--- src/rtl/ring_irq_pkg.sv ---
package ring_irq_pkg;
  localparam int RegAddrW = 8;
  localparam int RegDataW = 32;
  localparam int WordIdxW = 6;

  localparam logic [1:0] RegionStatus = 2'b00;
  localparam logic [1:0] RegionEnable = 2'b01;
  localparam logic [1:0] RegionMisc   = 2'b10;

  localparam logic [WordIdxW-1:0] MiscMode = 6'd0;
  localparam logic [WordIdxW-1:0] MiscInfo = 6'd1;

  // Strobes from control to datapath
  typedef struct packed {
    logic                statusRead;
    logic                enableWrite;
    logic                clearAll;
    logic [WordIdxW-1:0] wordIdx;
  } ringStrobe_t;
endpackage

--- src/rtl/ring_irq_ctrl.sv ---
module ring_irq_ctrl
  import ring_irq_pkg::*;
#(
  parameter int NUM_STAT_WORDS = 2,
  parameter int NUM_EN_WORDS   = 1
) (
  input  logic                clk,
  input  logic                rstN,
  input  logic                regWrEn,
  input  logic                regRdEn,
  input  logic [RegAddrW-1:0] regAddr,
  input  logic                regWrBit0,
  input  logic                pending,
  output ringStrobe_t         strobe,
  output logic                autoClear,
  output logic                irq
);
  logic [1:0]          region;
  logic [WordIdxW-1:0] wordIdx;
  logic [NUM_STAT_WORDS-1:0] readSeen;
  logic armed;
  logic fire;
  logic statusHit;
  logic enableHit;
  logic modeWrite;

  assign region  = regAddr[RegAddrW-1 -: 2];
  assign wordIdx = regAddr[WordIdxW-1:0];

  assign statusHit = regRdEn && (region == RegionStatus) && (int'(wordIdx) < NUM_STAT_WORDS);
  assign enableHit = regWrEn && (region == RegionEnable) && (int'(wordIdx) < NUM_EN_WORDS);
  assign modeWrite = regWrEn && (region == RegionMisc) && (wordIdx == MiscMode);

  // Armed once every status word has been read since the last firing
  assign armed = &readSeen;
  assign fire  = armed && pending;
  assign irq   = fire;

  assign strobe.statusRead  = statusHit;
  assign strobe.enableWrite = enableHit;
  assign strobe.clearAll    = fire && autoClear;
  assign strobe.wordIdx     = wordIdx;

  always_ff @(posedge clk) begin
    if (!rstN) begin
      readSeen  <= '1;
      autoClear <= 1'b0;
    end else begin
      if (modeWrite) autoClear <= regWrBit0;
      if (fire && !autoClear) begin
        readSeen <= '0;
      end else begin
        for (int w = 0; w < NUM_STAT_WORDS; w++) begin
          if (statusHit && (int'(wordIdx) == w)) readSeen[w] <= 1'b1;
        end
      end
    end
  end
endmodule

--- src/rtl/ring_irq_datapath.sv ---
module ring_irq_datapath
  import ring_irq_pkg::*;
#(
  parameter int NUM_CH         = 12,
  parameter int NUM_STAT_WORDS = 2,
  parameter int NUM_EN_WORDS   = 1
) (
  input  logic                clk,
  input  logic                rstN,
  input  logic [NUM_CH-1:0]   txEvt,
  input  logic [NUM_CH-1:0]   rxEvt,
  input  logic [NUM_CH-1:0]   ovfEvt,
  input  ringStrobe_t         strobe,
  input  logic                regRdEn,
  input  logic [RegAddrW-1:0] regAddr,
  input  logic [RegDataW-1:0] regWrData,
  input  logic                autoClear,
  output logic [RegDataW-1:0] regRdData,
  output logic                pending
);
  localparam int STAT_BITS = 3 * NUM_CH;
  localparam int EN_BITS   = 2 * NUM_CH;
  localparam int STAT_W    = NUM_STAT_WORDS * RegDataW;
  localparam int EN_W      = NUM_EN_WORDS * RegDataW;
  localparam logic [EN_W-1:0] EN_MASK = EN_W'({EN_BITS{1'b1}});

  logic [STAT_W-1:0] evtFlat;
  logic [STAT_W-1:0] statQ;
  logic [EN_W-1:0]   enQ;

  assign evtFlat = STAT_W'({ovfEvt, rxEvt, txEvt});

  // Sticky status words, destructive read, event wins over clear
  for (genvar w = 0; w < NUM_STAT_WORDS; w++) begin : g_stat
    logic wordClr;
    assign wordClr = (strobe.statusRead && (int'(strobe.wordIdx) == w)) || strobe.clearAll;
    always_ff @(posedge clk) begin
      if (!rstN) statQ[w*RegDataW +: RegDataW] <= '0;
      else statQ[w*RegDataW +: RegDataW] <=
             (wordClr ? '0 : statQ[w*RegDataW +: RegDataW]) | evtFlat[w*RegDataW +: RegDataW];
    end
  end

  // Enable words
  for (genvar j = 0; j < NUM_EN_WORDS; j++) begin : g_en
    always_ff @(posedge clk) begin
      if (!rstN) enQ[j*RegDataW +: RegDataW] <= '0;
      else if (strobe.enableWrite && (int'(strobe.wordIdx) == j))
        enQ[j*RegDataW +: RegDataW] <= regWrData & EN_MASK[j*RegDataW +: RegDataW];
    end
  end

  logic [NUM_CH-1:0] txSt, rxSt, ovfSt, rxEn, txEn;
  assign txSt  = statQ[NUM_CH-1:0];
  assign rxSt  = statQ[2*NUM_CH-1:NUM_CH];
  assign ovfSt = statQ[STAT_BITS-1:2*NUM_CH];
  assign rxEn  = enQ[NUM_CH-1:0];
  assign txEn  = enQ[EN_BITS-1:NUM_CH];

  assign pending = (|(txSt & txEn)) | (|(rxSt & rxEn)) | (|(ovfSt & rxEn));

  // Read mux
  logic [1:0]          region;
  logic [WordIdxW-1:0] wordIdx;
  logic [RegDataW-1:0] rdMux;
  assign region  = regAddr[RegAddrW-1 -: 2];
  assign wordIdx = regAddr[WordIdxW-1:0];

  always_comb begin
    rdMux = '0;
    case (region)
      RegionStatus: begin
        for (int w = 0; w < NUM_STAT_WORDS; w++)
          if (int'(wordIdx) == w) rdMux = statQ[w*RegDataW +: RegDataW];
      end
      RegionEnable: begin
        for (int j = 0; j < NUM_EN_WORDS; j++)
          if (int'(wordIdx) == j) rdMux = enQ[j*RegDataW +: RegDataW];
      end
      RegionMisc: begin
        if (wordIdx == MiscMode) rdMux = {{(RegDataW-1){1'b0}}, autoClear};
        else if (wordIdx == MiscInfo) rdMux = {{(RegDataW-11){1'b0}}, 11'(NUM_CH)};
      end
      default: rdMux = '0;
    endcase
  end

  assign regRdData = regRdEn ? rdMux : '0;
endmodule

--- src/rtl/ring_irq_agg.sv ---
module ring_irq_agg
  import ring_irq_pkg::*;
#(
  parameter int NUM_CH = 12
) (
  input  logic                clk,
  input  logic                rstN,
  input  logic [NUM_CH-1:0]   txDoneEvt,
  input  logic [NUM_CH-1:0]   rxDoneEvt,
  input  logic [NUM_CH-1:0]   rxOvfEvt,
  input  logic                regWrEn,
  input  logic                regRdEn,
  input  logic [RegAddrW-1:0] regAddr,
  input  logic [RegDataW-1:0] regWrData,
  output logic [RegDataW-1:0] regRdData,
  output logic                irq
);
  localparam int NUM_STAT_WORDS = (31 + 3 * NUM_CH) / 32;
  localparam int NUM_EN_WORDS   = (31 + 2 * NUM_CH) / 32;

  ringStrobe_t strobe;
  logic        pendingLvl;
  logic        autoClearMode;

  ring_irq_ctrl #(
    .NUM_STAT_WORDS(NUM_STAT_WORDS),
    .NUM_EN_WORDS  (NUM_EN_WORDS)
  ) ctrl_i (
    .clk      (clk),
    .rstN     (rstN),
    .regWrEn  (regWrEn),
    .regRdEn  (regRdEn),
    .regAddr  (regAddr),
    .regWrBit0(regWrData[0]),
    .pending  (pendingLvl),
    .strobe   (strobe),
    .autoClear(autoClearMode),
    .irq      (irq)
  );

  ring_irq_datapath #(
    .NUM_CH        (NUM_CH),
    .NUM_STAT_WORDS(NUM_STAT_WORDS),
    .NUM_EN_WORDS  (NUM_EN_WORDS)
  ) dp_i (
    .clk      (clk),
    .rstN     (rstN),
    .txEvt    (txDoneEvt),
    .rxEvt    (rxDoneEvt),
    .ovfEvt   (rxOvfEvt),
    .strobe   (strobe),
    .regRdEn  (regRdEn),
    .regAddr  (regAddr),
    .regWrData(regWrData),
    .autoClear(autoClearMode),
    .regRdData(regRdData),
    .pending  (pendingLvl)
  );
endmodule

--- config.mk ---
export PLATFORM = sky130hd
export DESIGN_NAME = ring_irq_agg
export DESIGN_NICKNAME = d
export VERILOG_FILES = /design/src/rtl/ring_irq_pkg.sv /design/src/rtl/ring_irq_ctrl.sv /design/src/rtl/ring_irq_datapath.sv /design/src/rtl/ring_irq_agg.sv
export SDC_FILE = /design/constraint.sdc
export NUM_CORES = 1
export LEC_CHECK = 0
export ABC_CLOCK_PERIOD_IN_PS = 2150
export BUFFER_PORTS_ARGS = -buffer_cell sky130_fd_sc_hd__buf_4
export CORE_AREA = 2 2 83 85
export DETAILED_ROUTE_END_ITERATION = 10
export DIE_AREA = 0 0 85 87
export PLACE_DENSITY = 0.77
export SYNTH_ARGS = -nofsm -noshare
export SYNTH_HDL_FRONTEND = slang
export SYNTH_SLANG_ARGS = --single-unit
export TNS_END_PERCENT = 50
--- constraint.sdc ---
create_clock -name clk -period 2.15 [get_ports clk]
set_clock_uncertainty 0.15 [all_clocks]
set_input_delay 0.215 -clock clk [delete_from_list [all_inputs] [get_ports clk]]
set_output_delay 0.215 -clock clk [all_outputs]
set_load 0.02 [all_outputs]
After elaboration in Yosys (flattened, before gate mapping)
Index checks and enable logic that the tools add are counted.
W data, S select, Z words.
- register bits: 91
- output and inout port bits: 33
- logic and storage cells: 55
- order comparisons: 2
- eq/ne operators: 4
- muxes and demuxes: 12
- bitwise gates (word level): 7
- reductions and logical operators: 24
- operators with widths (cell ; count):
    $mux W32 ; 6
    $pmux W32 S3 ; 1
    $and A12 B12 Y12 ; 3
    $reduce_or A12 Y1 ; 3
    $or A32 B32 Y32 ; 1
    $or A32 B4 Y32 ; 1
    $mux W24 ; 1
    $logic_and A1 B1 Y1 ; 12
    $logic_not A6 Y1 ; 2
    $eq A6 B1 Y1 const B ; 1
    $eq A6 B2 Y1 const B ; 1
    $lt A6 B1 Y1 const B ; 1
    $lt A6 B2 Y1 const B ; 1
    $mux W4 ; 1
    $reduce_bool A2 Y1 ; 2
    $eq A2 B1 Y1 const B ; 1
    $eq A2 B2 Y1 const B ; 1
    $logic_not A2 Y1 ; 1
    $logic_or A1 B1 Y1 ; 2
    $mux W1 ; 2
    $mux W2 ; 1
    $or A1 B1 Y1 ; 2
    $reduce_and A2 Y1 ; 1
    $logic_not A1 Y1 ; 1

Logic depth before layout (Yosys ltp)
- depth after elaboration: 9
- mapped depth: 7
- depth with buffers taken out: 5

Hierarchy
Synthesis repeated with hierarchy kept, for this count alone.
- cell total of the unflattened synthesis: 307
- area, all modules: 2951.6 µm²
- by module, submodules not included (module ; instances ; cells each ; area an instance (µm²)):
    ring_irq_datapath ; 1 ; 274 ; 2673.8
    ring_irq_ctrl ; 1 ; 33 ; 277.8

Least setup slack after synthesis
No wires, ideal clock.
- path type: input -> output
- start point: input port regAddr[3]
- end point: output port regRdData[0]
- arrival: 1636 ps
- required time: 1785 ps
- path slack: 149 ps
- stages: 5
- buffers on the path: 1
- cell sequence: or3_4 -> nor3_2 -> clkbuf_1 -> nand3_1 -> a21boi_0
- longest elaborated chain between the ends: 5
- ends and longest elaborated chain (what ; RTL line ; RTL):
    start: declaration ; ring_irq_agg.sv:13 ; input logic [RegAddrW-1:0] regAddr,
    $logic_not A6 Y1 ; ring_irq_datapath.sv:74, ring_irq_datapath.sv:78 ;
    $mux W32 (2 in series) ; ring_irq_datapath.sv:74 ; if (int'(wordIdx) == w) rdMux = statQ[w*RegDataW +: RegDataW];
    $pmux W32 S3 * ; ring_irq_datapath.sv:71 ; case (region)
    $mux W32 * ; ring_irq_datapath.sv:88 ; assign regRdData = regRdEn ? rdMux : '0;
    end: declaration ; ring_irq_agg.sv:15 ; output logic [RegDataW-1:0] regRdData,
Mark *: on every way between the ends. The rest lies on a longest branch, timed or not.

Worst setup path in the final report
- start point: register dp_i.statQ[7]
- end point: output port irq
- longest elaborated chain between the ends: 5
- ends and longest elaborated chain (what ; RTL line ; RTL):
    start: declaration ; ring_irq_datapath.sv:28 ; logic [STAT_W-1:0] statQ;
    start signal: indexed assignment ; ring_irq_datapath.sv:39 ; else statQ[w*RegDataW +: RegDataW] <=
    $and A12 B12 Y12 ; ring_irq_datapath.sv:60 ; assign pending = (|(txSt & txEn)) | (|(rxSt & rxEn)) | (|(ovfSt & rxEn));
    $reduce_or A12 Y1 ; ring_irq_datapath.sv:60 ;
    $or A1 B1 Y1 (2 in series) ; ring_irq_datapath.sv:60 ;
    $logic_and A1 B1 Y1 ; ring_irq_ctrl.sv:36 ; assign fire = armed && pending;
    end: declaration ; ring_irq_agg.sv:16 ; output logic irq
Every way passes these cells.

==> run metrics <==
status=finished, final reports clean; Crit path required time=1.78 ns; P_leak=around 0.0021 µW; layout cells sized above 1=approximately a third; Tcrit/Tclk final=99.3%; Rows=30; Avg Synthesized Cell Area=8.14 µm²; later-pin clock latency in the skew report=0.36 ns; synthesized flop and latch total=63; Fmax=469 MHz; Fill cells=443; P_int=2250 µW; CP Cell Sequence=a22o_1 -> a221oi_2 -> and3_1 -> nand2_1 -> and3_4 -> buf_6; Finished Cell Area=0.00488 mm²; placed cells=roughly 550; first-pass iteration count of the detailed router=6; switch share=23.3%; Worst setup EP type=output pin; total number of yosys warnings=0; power per cell area=603 mW/mm²; post-synth net total=around 460; placed inst area=about 0.0040 mm²; Startpoint Class=flip-flop; final setup violating endpoints=0; die width=85 µm; CP Buf/Inv Count=1; WL final=11100 µm; I/O Buffers=between 100 and 150; Via Count=about 3600; EDFF count, synth=0; Root Buffer=clkbuf_8; Num CTS Buffers=9; vias in the first global route=roughly 3500; global-route wire length before repair=approximately 17000 µm; Post-route DRC=0; WL/cell=17.7 µm; Die ar.=0.00740 mm²; utilization after layout=roughly three quarters; # IOs=roughly 110; fin crit period=2.13 ns; sequential group share of total power=44.4%; CP peak stage delay=0.34 ns; Max Fanout on Critical Path=3; Tightest Pin Transition=roughly 0.75 ns; synthesized cell area=around 0.0031 mm²; Initial Util=between 40% and 50%; Inserted Diodes=0; clock power share=43.6%; sequential share of the synthesized area=41.0%; ys flop type=dfxtp_1; post-route ant nets=0; Worst R2R Setup Slack=0.11 ns; Slew Limit Fails=0; Max rail drop VDD=364 µV; Comb pwr share=approximately an eighth; clock sinks=63; setup TNS=0 ns; initial antenna violation count=0; Slew HR=50.1%; area delta synth->final=58.5%; Max Cap Viol=0; arrival time worst endpoint=1.77 ns; Initial DRC Count=408; WS Path Type=flip-flop to output pin; fraction of registers with async set/reset=0%; final hold viol count=0; crit-path leading delay family=simple AND/OR/NAND/NOR gates; H-tree depth=3; RSZ-0062 raised after global routing=yes; Yosys cell types=33; CP max-delay cell=dfxtp_2; synthesized instance count=378; Core Area=0.00657 mm²; P_sw=684 µW; GRT Util Overall=29.9%; HPWL Detailed=7160 µm; via-per-instance ratio=approximately 5.7; largest net degree at the start of global routing=55; RePlAce Congestion=between 0.8 and 0.9; HP Class=primary input to flip-flop; Die Ht=87 µm; Min Hold Slack=roughly 0.0058 ns; CTS tree=yes; fin cells=624; Clk pin slew, worst setup/hold paths=around 0.07 ns; NumNets Final=619; grt total ovfl=0; Max Buffers Root-to-Sink=2
==> layout make-up <==
| class | count | area, µm² | share of cell area [%] |
|---|---|---|---|
| Inverter | 1 | 3.75 | 0.0770 |
| Multi-Input combinational cell | 285 | 1700 | 34.9 |
| Tap cell | 80 | 100 | 2.05 |
| Sequential cell | 63 | 1270 | 26.1 |
| Clock buffer | 11 | 141 | 2.90 |
| Timing Repair Buffer | 179 | 1560 | 31.9 |
| Clock inverter | 5 | 105 | 2.15 |
==> path summary, 6_finish.rpt <==
| path | from | to | cells after the start |
|---|---|---|---|
| worst max register to register | dp_i.enQ[7] | dp_i.statQ[8] | 6 |
| worst max-delay path | dp_i.statQ[7] | irq | 6 |
| worst min-delay path | regWrData[22] | dp_i.enQ[22] | 3 |
| worst min register to register | dp_i.enQ[19] | dp_i.enQ[19] | 2 |
==> synth_stat cells (all sizes together) (2+ instances only) <==
master	instances	share of area (%)
clkbuf	21	2.6
mux2i	10	3.3
nor2b	7	1.4
nand2	94	11
nor3	4	0.81
nor2	8	0.98
buf	8	2.2
nor3b	2	0.49
and2	3	0.61
a22o	15	4.3
a21boi	25	8.5
nand2b	3	0.61
a41oi	2	0.57
nand3	35	5.7
o31ai	4	0.98
nand4	3	0.61
a221oi	3	0.85
a22oi	6	1.5
dfxtp	63	41
o21ai	44	7.2
and3	11	2.2
==> tightest hold or removal path, cell delays in order <==
cell and delay [ns]:
buf_4 0.11, nand2_1 0.08, a21boi_2 0.05
==> cell usage in the layout (no fill, tap or decap), types with 2 or more instances in the layout <==
cell type        n
nand2_1         93
dfxtp_2          8
nor2_1           8
o21ai_0         40
nand2b_1         3
a221oi_2         3
nand4_1          3
a21boi_0         5
o21ai_1          4
mux2i_1         10
clkinvlp_4       2
a22oi_1          5
nor3_1           2
and3_1          10
o31ai_1          4
a41oi_1          2
and2_1           3
nor3b_1          2
nor2b_1          7
dlygate4sd3_1   58
bufinv_16        3
nand3_1         35
a22o_1          15
buf_4          115
clkbuf_8        10
dfxtp_1         55
a21boi_2        20
buf_12           5
nor3_2           2
==> stage by stage <==
stage               power, µW  setup slack, ns
floorplan                1410            0.149
finish                   2940           0.0160
CTS                      2910           0.0147
global placement         1570            0.140
detailed placement       1580            0.127
global route             3010          -0.0336
==> sequential cells by signal (all words and copies together), names as in the netlist <==
name              flops
dp_i.rxSt            12
dp_i.enQ             24
ctrl_i.autoClear      1
dp_i.ovfSt           12
dp_i.statQ           12
ctrl_i.readSeen       2
==> cells by family (layout without fill, tap and decap cells) <==
logic type      after synthesis  in the layout  synth area share, %
mux                          10             10                 3.25
flops                        63             63                 41.0
simple gates                173            173                 26.2
compound gates              102            102                 24.6
buf+inv                      30            196                 4.92
==> power by group through the flow <==
stage | clock (µW) | sequential (µW) | combinational, µW
2_1_floorplan | 0 | 1290 | 122
5_1_grt | 1320 | 1310 | 384
3_5_place_dp | 0 | 1320 | 257
6_report | 1280 | 1300 | 354
3_3_place_gp | 0 | 1320 | 250
4_1_cts | 1270 | 1290 | 343
==> per-layer routing <==
metal / global-route usage [%] / wire length (µm) / up-vias / share of wire [%]
met1: 33.8 / 4200 / 1697 / 38
met5: 0 / 0 / - / 0
met2: 53.6 / 5590 / 210 / 51
met4: 9.96 / 191 / 0 / 1.7
met3: 9.00 / 1080 / 18 / 9.7
li1: - / - / 1656 / -
==> timing repair <==
item                                    in CTS  in global routing
gates cloned                                 0                  0
resized for setup                            3                 17
pin swaps                                    2                  5
hold buffers                                58                  0
endpoints found under the setup margin       1                 24
hold endpoints to repair                    58                  0
buffers inserted                             1                  1
Power figures use the tool's default switching activity.
